--- config.mk ---
export PLATFORM = sky130hd
export DESIGN_NAME = frac_master_counter
export DESIGN_NICKNAME = d
export VERILOG_FILES = /design/src/rtl/frac_cnt_pkg.sv /design/src/rtl/frac_cnt_regs.sv /design/src/rtl/frac_cnt_step.sv /design/src/rtl/frac_cnt_core.sv /design/src/rtl/frac_master_counter.sv
export SDC_FILE = /design/constraint.sdc
export NUM_CORES = 1
export LEC_CHECK = 0
export BUFFER_PORTS_ARGS = -buffer_cell sky130_fd_sc_hd__buf_2
export CORE_UTILIZATION = 55
export CTS_CLUSTER_SIZE = 40
export DETAILED_ROUTE_END_ITERATION = 7
export PLACE_DENSITY = 0.83
export SYNTH_ARGS = -nofsm -noshare
export SYNTH_HDL_FRONTEND = slang
export SYNTH_HIERARCHICAL = 1
export SYNTH_SLANG_ARGS = --single-unit
--- constraint.sdc ---
create_clock -name clk -period 5.5 [get_ports clk]
set_clock_uncertainty 0.15 [all_clocks]
set_input_delay 1.1 -clock clk [delete_from_list [all_inputs] [get_ports clk]]
set_output_delay 1.1 -clock clk [all_outputs]
set_load 0.01 [all_outputs]
--- src/rtl/frac_cnt_pkg.sv ---
package frac_cnt_pkg;

   localparam int          REG_AW     = 8;
   localparam logic [7:0]  OFS_CNT_LO = 8'h00;
   localparam logic [7:0]  OFS_CNT_HI = 8'h04;
   localparam logic [7:0]  OFS_NUM    = 8'h10;
   localparam logic [7:0]  OFS_DEN    = 8'h14;

   // default ratio: 38.4 MHz reference -> 6.144 MHz
   localparam logic [31:0] RST_NUM_WORD = 32'd4;
   localparam logic [31:0] RST_DEN_WORD = 32'd25;

   typedef enum logic [2:0] {
      SEL_NONE,
      SEL_LO,
      SEL_HI,
      SEL_NUM,
      SEL_DEN
   } reg_sel_e;

   function automatic reg_sel_e decode_ofs(input logic [REG_AW-1:0] ofs);
      reg_sel_e s;
      case (ofs)
         OFS_CNT_LO: s = SEL_LO;
         OFS_CNT_HI: s = SEL_HI;
         OFS_NUM:    s = SEL_NUM;
         OFS_DEN:    s = SEL_DEN;
         default:    s = SEL_NONE;
      endcase
      return s;
   endfunction

endpackage

--- src/rtl/frac_cnt_regs.sv ---
module frac_cnt_regs
   import frac_cnt_pkg::*;
#(
   parameter int FRAC_W = 12
) (
   input  logic              clk,
   input  logic              rst_n,
   input  logic              wr_en,
   input  reg_sel_e          sel,
   input  logic [31:0]       wdata,
   output logic [31:0]       num_word,
   output logic [31:0]       den_word,
   output logic [FRAC_W-1:0] num_f,
   output logic [FRAC_W-1:0] den_f,
   output logic              den_wr
);

   always_ff @(posedge clk or negedge rst_n) begin
      if (!rst_n) begin
         num_word <= RST_NUM_WORD;
         den_word <= RST_DEN_WORD;
      end else if (wr_en) begin
         if (sel == SEL_NUM) num_word <= wdata;
         if (sel == SEL_DEN) den_word <= wdata;
      end
   end

   assign num_f  = num_word[FRAC_W-1:0];
   assign den_f  = den_word[FRAC_W-1:0];
   assign den_wr = wr_en && (sel == SEL_DEN);

endmodule

--- src/rtl/frac_cnt_step.sv ---
module frac_cnt_step #(
   parameter int FRAC_W = 12
) (
   input  logic              clk,
   input  logic              rst_n,
   input  logic              clr,
   input  logic [FRAC_W-1:0] num,
   input  logic [FRAC_W-1:0] den,
   output logic              inc,
   output logic [FRAC_W-1:0] acc_o
);

   localparam int SUM_W = FRAC_W + 1;

   logic [FRAC_W-1:0] acc_q;
   logic [SUM_W-1:0]  sum;
   logic [SUM_W-1:0]  rem;
   logic              ratio_ok;
   logic              wrap;

   assign ratio_ok = (den != '0) && (num <= den);
   assign sum      = {1'b0, acc_q} + {1'b0, num};
   assign wrap     = sum >= {1'b0, den};
   assign rem      = sum - {1'b0, den};

   always_ff @(posedge clk or negedge rst_n) begin
      if (!rst_n) begin
         acc_q <= '0;
      end else if (clr) begin
         acc_q <= '0;
      end else if (ratio_ok) begin
         acc_q <= wrap ? rem[FRAC_W-1:0] : sum[FRAC_W-1:0];
      end
   end

   assign inc   = ratio_ok && !clr && wrap;
   assign acc_o = acc_q;

endmodule

--- src/rtl/frac_cnt_core.sv ---
module frac_cnt_core
   import frac_cnt_pkg::*;
#(
   parameter int CNT_W = 64
) (
   input  logic             clk,
   input  logic             rst_n,
   input  logic             inc,
   input  logic             rd_en,
   input  reg_sel_e         sel,
   input  logic [31:0]      num_word,
   input  logic [31:0]      den_word,
   output logic [31:0]      rdata,
   output logic [CNT_W-1:0] cnt_o,
   output logic [31:0]      hi_hold_o
);

   localparam int HI_W = CNT_W - 32;

   logic [CNT_W-1:0] cnt_q;
   logic [31:0]      hi_now;
   logic [31:0]      hi_hold;

   generate
      if (HI_W == 32) begin : g_hi_full
         assign hi_now = cnt_q[CNT_W-1:32];
      end else begin : g_hi_ext
         assign hi_now = {{(32-HI_W){1'b0}}, cnt_q[CNT_W-1:32]};
      end
   endgenerate

   always_ff @(posedge clk or negedge rst_n) begin
      if (!rst_n) cnt_q <= '0;
      else if (inc) cnt_q <= cnt_q + 1'b1;
   end

   always_ff @(posedge clk or negedge rst_n) begin
      if (!rst_n) begin
         hi_hold <= '0;
         rdata   <= '0;
      end else if (rd_en) begin
         case (sel)
            SEL_LO: begin
               rdata   <= cnt_q[31:0];
               hi_hold <= hi_now;
            end
            SEL_HI:  rdata <= hi_hold;
            SEL_NUM: rdata <= num_word;
            SEL_DEN: rdata <= den_word;
            default: rdata <= '0;
         endcase
      end
   end

   assign cnt_o     = cnt_q;
   assign hi_hold_o = hi_hold;

endmodule

--- src/rtl/frac_master_counter.sv ---
module frac_master_counter
   import frac_cnt_pkg::*;
#(
   parameter int CNT_W  = 64,
   parameter int FRAC_W = 12
) (
   input  logic              clk,
   input  logic              rst_n,
   input  logic              reg_wr_en,
   input  logic              reg_rd_en,
   input  logic [REG_AW-1:0] reg_addr,
   input  logic [31:0]       reg_wdata,
   output logic [31:0]       reg_rdata
);

   generate
      if (CNT_W < 33 || CNT_W > 64) begin : g_bad_cnt_w
         $error("CNT_W must lie in 33..64");
      end
      if (FRAC_W < 5 || FRAC_W > 31) begin : g_bad_frac_w
         $error("FRAC_W must lie in 5..31");
      end
   endgenerate

   reg_sel_e          sel;
   logic [31:0]       num_word;
   logic [31:0]       den_word;
   logic [FRAC_W-1:0] num_f;
   logic [FRAC_W-1:0] den_f;
   logic              den_wr;
   logic              inc;
   logic [FRAC_W-1:0] acc_q;
   logic [CNT_W-1:0]  cnt_q;
   logic [31:0]       hi_hold;

   assign sel = decode_ofs(reg_addr);

   frac_cnt_regs #(.FRAC_W(FRAC_W)) i_regs (
      .clk      (clk),
      .rst_n    (rst_n),
      .wr_en    (reg_wr_en),
      .sel      (sel),
      .wdata    (reg_wdata),
      .num_word (num_word),
      .den_word (den_word),
      .num_f    (num_f),
      .den_f    (den_f),
      .den_wr   (den_wr)
   );

   frac_cnt_step #(.FRAC_W(FRAC_W)) i_step (
      .clk   (clk),
      .rst_n (rst_n),
      .clr   (den_wr),
      .num   (num_f),
      .den   (den_f),
      .inc   (inc),
      .acc_o (acc_q)
   );

   frac_cnt_core #(.CNT_W(CNT_W)) i_core (
      .clk       (clk),
      .rst_n     (rst_n),
      .inc       (inc),
      .rd_en     (reg_rd_en),
      .sel       (sel),
      .num_word  (num_word),
      .den_word  (den_word),
      .rdata     (reg_rdata),
      .cnt_o     (cnt_q),
      .hi_hold_o (hi_hold)
   );

endmodule

# Word level (Yosys, flattened, before mapping)
# Cells that the tools add are included.
# Widths: inputs -> output; s select.
# word_totals
ff_bits	204
latch_bits	0
ramBits	0
rom_bits	0
wordCells	34
memories	0
# op_classes
add_sub_neg	3
mul	0
div	0
order_cmp	2
eq_ne	7
shift	0
mux	5
bitwise	0
n_reduce_logical	11
# op_table
operator	count
$pmux 32 s4	1
$add 64x1->64 const B	1
$mux 12	3
$eq 8x5->1 const B	2
$add 12x12->13	1
$ge 13x12->1	1
$le 12x12->1	1
$pmux 3 s4	1
$reduce_bool 12->1	1
$sub 12x12->12	1
$eq 8x3->1 const B	1
$logic_not 8->1	1
$eq 3x2->1 const B	2
$reduce_and 2->1	3
$logic_and 1x1->1	4
$eq 3x1->1 const B	1
$eq 3x3->1 const B	1
$reduce_bool 2->1	1
$logic_not 1->1	1

# Depth between registers and ports, before layout
# Gate-level depths: netlist of run 1.
# logic_depth
ltp_word	7
ltp_mapped	21
mapped_depth_nobuf	19

# Cells and area by module
# The synthesis of run 1 kept the hierarchy.
# modules_own_cells
module	instances	cells_each	area_each_um2	seq_area_each_um2
frac_cnt_core	1	525	6039.5	3203.1
frac_cnt_regs	1	161	2748.9	1606.5
frac_cnt_step	1	225	1969.4	300.3
frac_master_counter	1	6	42.5	0.0

# Worst setup path after synthesis of run 1
# No wires, ideal clock.
# synth_timing
kind	input -> register
startpoint	input port reg_addr[1]
endpoint	register i_core.cnt_q[51], in the netlist i_core/cnt_o[51]
setup_ps	79
arrival_ps	4449
required_ps	5271
slack_ps	822
stages	12
path_buffers	2
cell_sequence	or4_4 > nor4_1 > and4bb_1 > buf_6 > buf_12 > nand2b_1 > nor2b_1 > nand4_2 > nor4_2 > nand3_1 > nor4_2 > xor2_1
# synth_between
elab_chain_len	7
# synth_rtl
element	line_no	rtl
start, declared	frac_master_counter.sv:11	input logic [REG_AW-1:0] reg_addr,
$eq 8x5->1, or another cell as far along	frac_cnt_pkg.sv:23	case (ofs)
$pmux 3 s4 (*)	frac_cnt_pkg.sv:23	
named net sel[1]	frac_master_counter.sv:25	reg_sel_e sel;
$eq 3x3->1 (*)	frac_cnt_regs.sv:30	assign den_wr = wr_en && (sel == SEL_DEN);
$logic_and 1x1->1 (*)	frac_cnt_regs.sv:30	
named net den_wr	frac_master_counter.sv:30	logic den_wr;
$logic_not 1->1 (*)	frac_cnt_step.sv:36	assign inc = ratio_ok && !clr && wrap;
$logic_and 1x1->1 (*) (2 in a row)	frac_cnt_step.sv:36	
named net inc	frac_master_counter.sv:31	logic inc;
end signal, assigned	frac_cnt_core.sv:34	else if (inc) cnt_q <= cnt_q + 1'b1;
end, declared	frac_cnt_core.sv:20	logic [CNT_W-1:0] cnt_q;
# Mark *: on every way through the listed nets, which the timed path passes. The rest lies on a longest branch.
# A chain may end at the register's enable or synchronous reset.

# Final worst setup path of run 1
# layout_timing
startpoint	register i_regs.num_word[0]
endpoint	register i_core.cnt_q[23], in the netlist i_core/cnt_o[23]
# layout_between
elab_chain_len	4
# layout_rtl
element	line_no	rtl
start, declared	frac_cnt_regs.sv:11	output logic [31:0] num_word,
start signal, assigned	frac_cnt_regs.sv:23	if (sel == SEL_NUM) num_word <= wdata;
branches (longest 3 deep; another with $add 12x12->13)	n/a	
$logic_and 1x1->1 (*)	frac_cnt_step.sv:36	
named net inc	frac_master_counter.sv:31	
# Mark *: on every way through the listed nets, which the timed path passes.

==> reports/metrics.cfg, run 1 <==
[outcome]
status=complete, no violations

[grt]
use_met3=0.0347
grt_antenna_before_repair=0
grt_max_degree=105
grtUsageMet1=0.354
grt_pass1_vias=7622
gr-usage-met2=0.396
grt_util_all_layers=0.247
grt_pass1_wl_um=39900
busiest_layer=met2
overflow=0

[detailed_routing]
drt_pre_antenna_iters=5
drc=0
drt_iter0_drc=621
avgRoutedWirePerCell_um=19.7
viasPerCell=6.11
routed_wl_um=24600
num_vias=7616
drtAntennaViolNets=0

[logic_synthesis]
synth_cell_types=70
synth-edff-count=0
ys_ff_latch=204
yosysWarnings=6
synth_top_area_share=0.463
ys.flop_type=dfrtp_1
syn_inst=917
synth_compound_area_frac=0.123
yosys.area_share.simple=0.108
synth_area_sq_um=10800
synth_mux_area_frac=0.123
async_reset_ff_frac=1.00
synth_top_family_by_area=multiplexers
yosys.area.top_type=dfrtp_1
yosys-top-cells-area=dfrtp_1, mux2_2, mux2_4
synth_fp_nets=1000
syn-mean-instance-area_sq_um=11.8
synth-xor-area-share=0.0673
synthAdderAreaFrac=0.0466
ys_seq_area_frac=0.473

[power]
max-vdd-ir-drop_mv=0.185
power_density_nw_per_um2=337
p_leak_nw=5.68

[clocking]
clk_latency_ns=0.50
cts_tree=yes
cts.clk_slew.worst_paths_ns=0.06
cts_hold_buf=0
htree_levels=1
cts-root-buf=clkbuf_16
clock_path_buffers=3
cts.sinks=204
cts-buffers-inserted=21

[timing]
grt_setup_unrepaired=false
worstMarginPinSlew_ns=1.02
setup_viol=0
setup_tns_ns=0
finalHoldViolCount=0
worst_slack_ns=0.491
fin_crit_sh=0.911
fmax_ghz=0.200
drv_slew=0
slew-limit-headroom=0.318
finalCriticalPeriod_ns=5.01

[critical_path]
critical_path_required_ns=5.73
path_class=reg2reg
crit_path_max_fanout=9
rrSetupSlack_ns=0.49
crit_arrival_ns=5.24
start_kind=register
end_kind=register

[layout]
antenna_cells=0
syn2layout_area_growth_pct=10.7
nNetsFinal=1055
drive_above_1_share=0.264
postLayoutCellArea_sq_um=12000
fin_util=0.630
instances_no_fill=1246

[placement]
numPortBuffers=75
dp_cells=1203
place_congestion=0.930
post-dp-hpwl_um=16500
post-place-ws_ns=0.215
dpl_cell_area_sq_um=11200

[floorplan]
core-area_sq_um=19000
rows=50
chipHeight_um=142
io_pins=76
die_w_um=142
fp.dieArea_sq_um=20200
start_util=0.570

[job]
cap_violations=0

[worst_hold_path]
hp-class=reg2reg

-- path summary, 6_finish.rpt --
| path | from | to | depth (start not counted) |
|---|---|---|---|
| worst max-delay path | i_regs/num_word[0]$_DFFE_PN0P_ | i_core/cnt_o[23]$_DFFE_PN0P_ | 19 |
| worst min-delay path | i_core/cnt_o[63]$_DFFE_PN0P_ | i_core/cnt_o[63]$_DFFE_PN0P_ | 1 |
| worst max register to register | i_regs/num_word[0]$_DFFE_PN0P_ | i_core/cnt_o[23]$_DFFE_PN0P_ | 19 |
| worst min register to register | i_core/cnt_o[63]$_DFFE_PN0P_ | i_core/cnt_o[63]$_DFFE_PN0P_ | 1 |
| max in group asynchronous | rst_n | i_core/cnt_o[43]$_DFFE_PN0P_ | 2 |
| min in group asynchronous | rst_n | i_core/rdata[28]$_DFFE_PN0P_ | 1 |
-- routing by layer --
metal / wire, um / part of all wire
met5: 0 / 0
met4: 515 / 0.021
met3: 1480 / 0.060
met2: 11600 / 0.47
met1: 10900 / 0.44
-- cell usage in the layout (no fill, tap or decap), types with 5 or more instances in the layout --
| cell | synthesis | routed |
|---|---|---|
| clkbuf_16 | 0 | 21 |
| nor4_1 | 7 | 7 |
| clkbuf_8 | 0 | 8 |
| nor2_1 | 32 | 32 |
| o2bb2ai_1 | 10 | 10 |
| mux2_4 | 31 | 31 |
| ha_1 | 37 | 37 |
| a21o_1 | 6 | 6 |
| o21ai_0 | 7 | 7 |
| inv_1 | 57 | 57 |
| dfrtp_1 | 200 | 200 |
| buf_2 | 6 | 74 |
| and4_1 | 6 | 6 |
| xnor2_1 | 53 | 53 |
| a22o_1 | 32 | 32 |
| mux2_2 | 68 | 68 |
| nand2_1 | 34 | 34 |
| xor2_1 | 30 | 30 |
| mux2i_1 | 10 | 10 |
| buf_4 | 24 | 17 |
| nand4_1 | 27 | 27 |
| o22ai_1 | 32 | 32 |
| nand2b_1 | 6 | 6 |
| clkbuf_1 | 22 | 5 |
| a21oi_1 | 19 | 19 |
| nand3_1 | 17 | 17 |
| a221oi_1 | 32 | 32 |
| and3_1 | 13 | 13 |
| nor3_1 | 14 | 14 |
-- per-stage QoR --
step	power, mW	hold slack [ns]
2_1_floorplan	2.38	0.290
3_3_place_gp	2.57	0.313
3_5_place_dp	2.59	0.318
4_1_cts	3.96	0.334
5_1_grt	4.21	0.367
6_report	4.03	0.333
-- Yosys cell counts (3+ instances only) --
master,number
inv_1,57
o211ai_1,3
clkbuf_1,22
nand2_1,34
and4_1,6
nand4_2,3
o21ai_1,5
a211oi_1,4
dfstp_2,4
buf_4,24
o21ai_0,7
dfrtp_1,200
buf_2,6
mux2i_1,10
xnor2_1,53
and3_1,13
nand4_1,27
nor2b_1,4
buf_6,5
nor4_2,4
nand3_1,17
mux2_2,68
o2bb2ai_1,10
nor4_1,7
nor2_1,32
a21o_1,6
and2_1,3
a21oi_1,19
nor3_1,14
o22ai_1,32
mux2_4,31
buf_12,3
a31oi_1,4
xor2_1,30
a22o_1,32
nand2b_1,6
a221oi_1,32
ha_1,37
-- critical path, stage by stage (launching register included) --
cell and delay, ns:
dfrtp_1 0.41, ha_1 0.26, fa_1 0.45, a211oi_2 0.25, o211ai_1 0.15, a31o_1 0.23, a21oi_1 0.16, xnor2_1 0.11
ha_1 0.36, inv_1 0.10, nor2_1 0.16, o21ai_0 0.09, a22oi_1 0.22, a311o_4 0.20, nor2b_4 0.24, nand4_2 0.23
nor3_4 0.46, and3_1 0.36, nand3_1 0.15, xnor2_1 0.15
-- power breakdown --
| group | switching, mW | internal (mW) |
|---|---|---|
| logic | 0.545 | 0.476 |
| registers | 0.0699 | 1.57 |
| clock network | 0.567 | 0.799 |
-- repair_timing --
| item | CTS | global route |
|---|---|---|
| setup buffers | 0 | 6 |
| resized for setup | 0 | 3 |
| setup endpoints to repair | 0 | 44 |
-- cells by family (layout without fill, tap and decap cells) --
logic type	count (synthesis)	count (layout)
mux	109	109
fa+ha+maj	39	39
flops	204	204
xor+xnor	83	83
simple gates	189	189
compound gates	174	174
buf+inv	119	188
-- sequential cells by signal (all words and copies together), names as in the netlist --
name	count
i_core/cnt_o	64
i_core/hi_hold_o	32
i_core/rdata	32
i_regs/den_word	32
i_regs/num_word	32
i_step/acc_o	12
-- final cells by class --
class / count / area (sq um)
Fill cell: 1431 / 7000
Sequential cell: 204 / 5110
Multi-Input combinational cell: 594 / 5080
Clock buffer: 33 / 641
Timing Repair Buffer: 94 / 552
Tap cell: 260 / 325
Inverter: 57 / 214
Clock inverter: 4 / 26.3
Power figures use the tool's default switching activity.
==> run 2: changes to the inputs <==
--- a/config.mk
+++ b/config.mk
@@ -9,6 +9,7 @@
 export CORE_UTILIZATION = 55
 export CTS_CLUSTER_SIZE = 40
 export DETAILED_ROUTE_END_ITERATION = 7
+export GPL_TIMING_DRIVEN = 0
 export PLACE_DENSITY = 0.83
 export SYNTH_ARGS = -nofsm -noshare
 export SYNTH_HDL_FRONTEND = slang
==> constraint.sdc (replaced) <==
create_clock -name clk -period 5.5 [get_ports clk]
set_clock_uncertainty 0.15 [all_clocks]
set_input_delay 0.55 -clock clk [delete_from_list [all_inputs] [get_ports clk]]
set_output_delay 0.55 -clock clk [all_outputs]
set_load 0.01 [all_outputs]
==> reports/metrics.cfg, run 2 (synthesis results as in run 1) <==
[grt]
grt_pass1_vias=7665  ; +0.56%
overflow=0  ; unchanged
use_met3=0.0330  ; -0.00168
grt_pass1_wl_um=40500  ; +1.3%
busiest_layer=met2
grt_antenna_before_repair=0  ; unchanged
grt_util_all_layers=0.255  ; +0.00853
gr-usage-met2=0.407  ; +0.0116
grt_max_degree=107  ; +1.9%
grtUsageMet1=0.371  ; +0.0172

[detailed_routing]
drtAntennaViolNets=0  ; unchanged
drt_pre_antenna_iters=5  ; unchanged
avgRoutedWirePerCell_um=19.6  ; -0.75%
drc=0  ; unchanged
routed_wl_um=25300  ; +3.2%
viasPerCell=5.99  ; -2.0%
drt_iter0_drc=644  ; +3.7%
num_vias=7756  ; +1.8%

[clocking]
cts_tree=yes
clk_latency_ns=0.51  ; about the same
cts-buffers-inserted=21  ; unchanged
cts-root-buf=clkbuf_16
cts.sinks=204  ; unchanged
cts.clk_slew.worst_paths_ns=0.06  ; about the same
htree_levels=1  ; unchanged
clock_path_buffers=3  ; unchanged

[floorplan]
chipHeight_um=142  ; unchanged
rows=50  ; unchanged
die_w_um=142  ; unchanged
io_pins=76  ; unchanged
fp.dieArea_sq_um=20200  ; unchanged
start_util=0.570  ; unchanged
core-area_sq_um=19000  ; unchanged

[layout]
largest_reg_flops=64  ; unchanged
layout_common_cells=dfrtp_1, buf_2, mux2_2
instances_no_fill=1295  ; +3.9%
antenna_cells=0  ; unchanged
drive_above_1_share=0.272  ; +0.00877
layout_commonest_cell=dfrtp_1
syn2layout_area_growth_pct=14.2
nNetsFinal=1103  ; +4.5%

[job]
cap_violations=0  ; unchanged

[timing]
fin_crit_sh=0.960  ; +0.0494
drv_slew=0  ; unchanged
finalCriticalPeriod_ns=5.28  ; +0.272 ns
worstMarginPinSlew_ns=0.962  ; -0.0574 ns
fmax_ghz=0.189  ; -5.1%
setup_viol=0  ; unchanged
worst_slack_ns=0.219  ; -0.272 ns
slew-limit-headroom=0.353  ; +0.0349
finalHoldViolCount=0  ; unchanged
grt_setup_unrepaired=true

[power]
pwr-share-clk=0.364  ; +0.025
power_density_nw_per_um2=334  ; -1.0%
power_frac_seq=0.398  ; -0.009
p_leak_nw=5.90  ; +3.8%
totalPowerFinal_mw=4.11  ; +2.1%
max-vdd-ir-drop_mv=0.291  ; +58%
p_int_mw=2.94  ; +3.3%
p_switching_mw=1.18  ; -0.60%
p_comb_frac=0.238  ; -0.015
switching_share=0.286  ; -0.00787

[critical_path]
start_kind=register
endpoint=i_core/cnt_o[44]$_DFFE_PN0P_
crit_chain=ha_1 -> fa_1 -> a211oi_2 -> o211ai_1 -> a31o_1 -> a21oi_1 -> xnor2_1 -> ha_1 -> inv_1 -> nor2_1 -> o21ai_0 -> a22oi_1 -> a311o_4 -> buf_6 -> nor2b_4 -> nand4_2 -> nor2_4 -> and3_1 -> buf_2 -> nor4b_2 -> xnor2_1
path_class=reg2reg
rr_endpoint=i_core/cnt_o[44]$_DFFE_PN0P_
rrSetupSlack_ns=0.22  ; -0.27 ns
crit_path_max_fanout=10  ; +1
worstReg2RegStart=i_regs/num_word[0]$_DFFE_PN0P_
end_kind=register
crit_arrival_ns=5.54  ; +0.30 ns
cpPeakStageDelay_ns=0.45  ; about the same
rr_worst_depth=21  ; +2
critical_path_required_ns=5.76  ; +0.03 ns
startpoint=i_regs/num_word[0]$_DFFE_PN0P_
cp_slowest_cell=dfrtp_1

[worst_hold_path]
hp-class=in2reg

[placement]
post-place-ws_ns=-0.00589  ; -0.221 ns
dp_cells=1252  ; +4.1%
numPortBuffers=74  ; -1.3%
post-dp-hpwl_um=17700  ; +7.4%
place_congestion=0.875  ; -6.0%

[outcome]
status=complete, no violations

[run 2: cell count changes in the layout (fill, tap and decap cells not counted), moves of 2 or more]
cell	previous run	this run
clkbuf_8	8	2
buf_6	0	5
clkbuf_1	5	28
buf_4	17	28
clkinv_2	2	4
buf_1	0	2
buf_2	74	79
bufinv_16	0	4
[run 2: timing repair]
| action | CTS | global route |
|---|---|---|
| setup endpoints to repair | 11 | 37 |
| hold buffers | 1 | 0 |
| pin swaps | 0 | 3 |
| hold endpoints to repair | 95 | 0 |
| gates resized for setup | 1 | 6 |
| buffers inserted | 0 | 4 |
[run 2: how the worst min path moves through the flow]
stage                                            endpoint                    startpoint  cells after the start  slack (ns)
final                     i_regs/den_word[31]$_DFFE_PN0P_                 reg_wdata[31]                      2        0.14
after global routing      i_regs/den_word[13]$_DFFE_PN0P_                 reg_wdata[13]                      2        0.14
after CTS                 i_regs/den_word[31]$_DFFE_PN0P_                 reg_wdata[31]                      2        0.13
after detailed placement     i_core/cnt_o[63]$_DFFE_PN0P_  i_core/cnt_o[63]$_DFFE_PN0P_                      1        0.32
after global placement       i_core/cnt_o[63]$_DFFE_PN0P_  i_core/cnt_o[63]$_DFFE_PN0P_                      1        0.31
after floorplan               i_core/cnt_o[0]$_DFFE_PN0P_                         rst_n                      0        0.10
[run 2: per-stage QoR]
| stage | area, sq um | TNS [ns] | hold WS [ns] | utilization |
|---|---|---|---|---|
| final | 12300 | 0 | 0.136 | 0.651 |
| after global placement | 11500 | 0 | 0.309 | 0.606 |
| after detailed placement | 11500 | -0.00589 | 0.320 | 0.608 |
| after floorplan | 10800 | 0 | 0.104 | - |
| after CTS | 12300 | 0 | 0.127 | 0.647 |
| after global routing | 12300 | -0.128 | 0.138 | 0.651 |
[run 2: layout make-up]
| class | count | area (sq um) |
|---|---|---|
| multi-input cells | 594 | 5090 |
| fillers | 1396 | 6620 |
| clock buffers | 29 | 576 |
| plain buffers | 62 | 417 |
| repair buffers | 80 | 448 |
| flip-flops and latches | 204 | 5110 |
| well taps | 260 | 325 |
| inverters | 57 | 214 |
| clock inverters | 9 | 149 |
[run 2: power groups by stage]
stage	combinational [mW]	sequential [mW]	clock [mW]
floorplan	0.737	1.64	0
global placement	0.920	1.65	0
detailed placement	0.945	1.66	0
CTS	0.951	1.63	1.52
global route	1.08	1.65	1.58
finish	0.979	1.64	1.50
[run 2: critical path: cells and delay by family (launching register included)]
family | cells | cell delay, ns
AND/OR/NAND/NOR | 6 | 1.41
AO/OA/AOI/OAI | 7 | 1.36
adder cells (fa/ha/maj) | 3 | 1.05
buffers and inverters | 3 | 0.48
flip-flops | 1 | 0.45
XOR/XNOR | 2 | 0.26
[run 2: routing by layer]
metal,part of all wire,vias up
met1,0.46,3923
met2,0.48,240
met4,0.017,0
li1,-,3560
met5,0,-
met3,0.050,33
==> run 3: changes to the inputs <==
--- a/config.mk
+++ b/config.mk
@@ -6,11 +6,13 @@
 export NUM_CORES = 1
 export LEC_CHECK = 0
 export BUFFER_PORTS_ARGS = -buffer_cell sky130_fd_sc_hd__buf_2
-export CORE_UTILIZATION = 55
+export CELL_PAD_IN_SITES_DETAIL_PLACEMENT = 1
+export CELL_PAD_IN_SITES_GLOBAL_PLACEMENT = 1
+export CORE_UTILIZATION = 49
 export CTS_CLUSTER_SIZE = 40
 export DETAILED_ROUTE_END_ITERATION = 7
 export GPL_TIMING_DRIVEN = 0
-export PLACE_DENSITY = 0.83
+export PLACE_DENSITY = 0.89
 export SYNTH_ARGS = -nofsm -noshare
 export SYNTH_HDL_FRONTEND = slang
 export SYNTH_HIERARCHICAL = 1
==> reports/metrics.cfg, run 3 (synthesis results as in run 1) <==
[outcome]
status=complete, no violations

[timing]
drv_slew=0  ; unchanged
whs_ns=0.123  ; -0.0137 ns
slew-limit-headroom=0.360  ; +0.00694
finalHoldViolCount=0  ; unchanged
fin_crit_sh=0.976  ; +0.0163
worstMarginPinSlew_ns=0.952  ; -0.0103 ns
finalCriticalPeriod_ns=5.37  ; +0.0897 ns
setup_tns_ns=0  ; unchanged
fmax_ghz=0.186  ; -1.7%
setup_viol=0  ; unchanged
worst_slack_ns=0.130  ; -0.0897 ns

[floorplan]
io_pins=76  ; unchanged
chipHeight_um=150  ; +5.9%
die_w_um=150  ; +5.9%
core-area_sq_um=21300  ; +12%
start_util=0.507  ; -0.0624
fp.dieArea_sq_um=22600  ; +12%
rows=53  ; +6.0%

[layout]
nNetsFinal=1112  ; +0.82%
drive_above_1_share=0.283  ; +0.0108
regArea_sq_um=5110  ; unchanged
fin_util=0.585  ; -0.0654
antenna_cells=0  ; unchanged
largest_reg_flops=64  ; unchanged
multi_input_area_sq_um=5140  ; +0.88%
syn2layout_area_growth_pct=15.3
postLayoutCellArea_sq_um=12500  ; +1.0%
nFillCells=2205  ; +58%
layout_common_cells=dfrtp_1, buf_2, mux2_2
instances_no_fill=1320  ; +1.9%
layout_commonest_cell=dfrtp_1

[clocking]
clk_latency_ns=0.52  ; about the same
cts-root-buf=clkbuf_16
clock_path_buffers=3  ; unchanged
cts-buffers-inserted=23  ; +9.5%
htree_levels=1  ; unchanged
cts.sinks=204  ; unchanged
cts.clk_slew.worst_paths_ns=0.07  ; about the same
cts_tree=yes

[placement]
dpl_cell_area_sq_um=11600  ; +0.16%
post-dp-hpwl_um=21800  ; +23%
dp_cells=1267  ; +1.2%
numPortBuffers=74  ; unchanged
place_congestion=0.822  ; -6.1%
post-place-ws_ns=-0.344  ; -0.338 ns

[critical_path]
path_class=reg2reg
crit_arrival_ns=5.65  ; +0.11 ns
cpPeakStageDelay_ns=0.43  ; -0.02 ns
rrSetupSlack_ns=0.13  ; -0.09 ns
crit_path_max_fanout=10  ; unchanged
worstReg2RegStart=i_regs/num_word[0]$_DFFE_PN0P_
cp_slowest_cell=dfrtp_1
crit_chain=ha_1 -> fa_2 -> a211oi_2 -> o211ai_1 -> a31o_1 -> a21oi_1 -> xnor2_1 -> ha_1 -> inv_1 -> nor2_1 -> o21ai_0 -> a22oi_1 -> a311o_4 -> buf_6 -> nor2b_4 -> nand4_4 -> nor4_4 -> nand4_4 -> nand3b_1 -> xnor2_2
rr_worst_depth=20  ; -4.8%
critical_path_required_ns=5.78  ; +0.02 ns
start_kind=register
end_kind=register
rr_endpoint=i_core/cnt_o[58]$_DFFE_PN0P_

[detailed_routing]
drtAntennaViolNets=0  ; unchanged
drt_pre_antenna_iters=5  ; unchanged
num_vias=8252  ; +6.4%
viasPerCell=6.25  ; +4.4%
drt_iter0_drc=591  ; -8.2%
routed_wl_um=34400  ; +36%
drc=0  ; unchanged
avgRoutedWirePerCell_um=26.1  ; +33%

[grt]
overflow=0  ; unchanged
grt_pass1_wl_um=51900  ; +28%
grt_util_all_layers=0.304  ; +0.0490
grt_max_degree=108  ; +0.93%
grt_antenna_before_repair=0  ; unchanged
grt_pass1_vias=9165  ; +20%

[worst_hold_path]
hp-class=in2reg
whs_endpoint=i_regs/den_word[18]$_DFFE_PN0P_
whs_path_depth=2  ; unchanged
holdCritStartpoint=reg_wdata[18]

[power]
max-vdd-ir-drop_mv=0.242  ; -17%
p_leak_nw=5.94  ; +0.68%
totalPowerFinal_mw=4.20  ; +2.0%
power_density_nw_per_um2=337  ; +1.0%

[job]
cap_violations=0  ; unchanged

[run 3: changes by cell type in the layout (fill, tap and decap cells not counted), moves of 2 or more]
cell,delta
clkbuf_8,+3
bufinv_16,-3
nor3_1,-4
nor3_2,+4
buf_4,+7
clkbuf_16,+2
[run 3: layer usage]
metal | GRT usage | wire [um] | up-vias
met5 | 0 | 0 | -
met4 | 0.151 | 1520 | 0
met3 | 0.0458 | 1810 | 127
met2 | 0.538 | 17700 | 299
met1 | 0.360 | 13400 | 4250
li1 | - | - | 3576
[run 3: worst max path at each step]
stage | to | startpoint | cells after the start | slack (ns)
finish | i_core/cnt_o[58]$_DFFE_PN0P_ | i_regs/num_word[0]$_DFFE_PN0P_ | 20 | 0.13
global route | i_core/cnt_o[23]$_DFFE_PN0P_ | i_regs/num_word[0]$_DFFE_PN0P_ | 20 | -0.05
CTS | i_core/cnt_o[43]$_DFFE_PN0P_ | i_regs/num_word[0]$_DFFE_PN0P_ | 21 | 0.02
detailed placement | i_core/cnt_o[21]$_DFFE_PN0P_ | i_regs/num_word[6]$_DFFE_PN0P_ | 19 | -0.34
global placement | i_core/cnt_o[33]$_DFFE_PN0P_ | i_regs/num_word[6]$_DFFE_PN0P_ | 19 | -0.09
floorplan | i_core/cnt_o[51]$_DFFE_PN0P_ | i_regs/num_word[0]$_DFFE_PN0P_ | 20 | 0.83
[run 3: timing repair]
item                       CTS  global route
setup endpoints to repair   47            47
pin swaps                    2             6
gates cloned                 0             0
hold endpoints to repair    93             0
gates resized for setup      8             6
setup buffers                3             8
hold buffers                 1             0
[run 3: power by group]
group	internal, mW	total (mW)	switching [mW]	leakage (nW)
logic	0.457	1.05	0.590	2.79
clock network	0.887	1.51	0.622	0.362
registers	1.57	1.64	0.0713	2.79
[run 3: area by class of cell]
class	instances	share of cell area
multi-input cells	594	0.413
inverters	57	0.0172
flip-flops and latches	204	0.410
clock inverters	6	0.00502
plain buffers	62	0.0334
well taps	275	0.0276
clock buffers	35	0.0538
repair buffers	87	0.0402
[run 3: critical path, delay by kind of cell (launching register included)]
kind / cells / cell delay, ns
XOR/XNOR: 2 / 0.36
AO/OA/AOI/OAI: 7 / 1.47
buffers and inverters: 2 / 0.30
AND/OR/NAND/NOR: 6 / 1.53
adder cells (fa/ha/maj): 3 / 1.01
flip-flops: 1 / 0.43
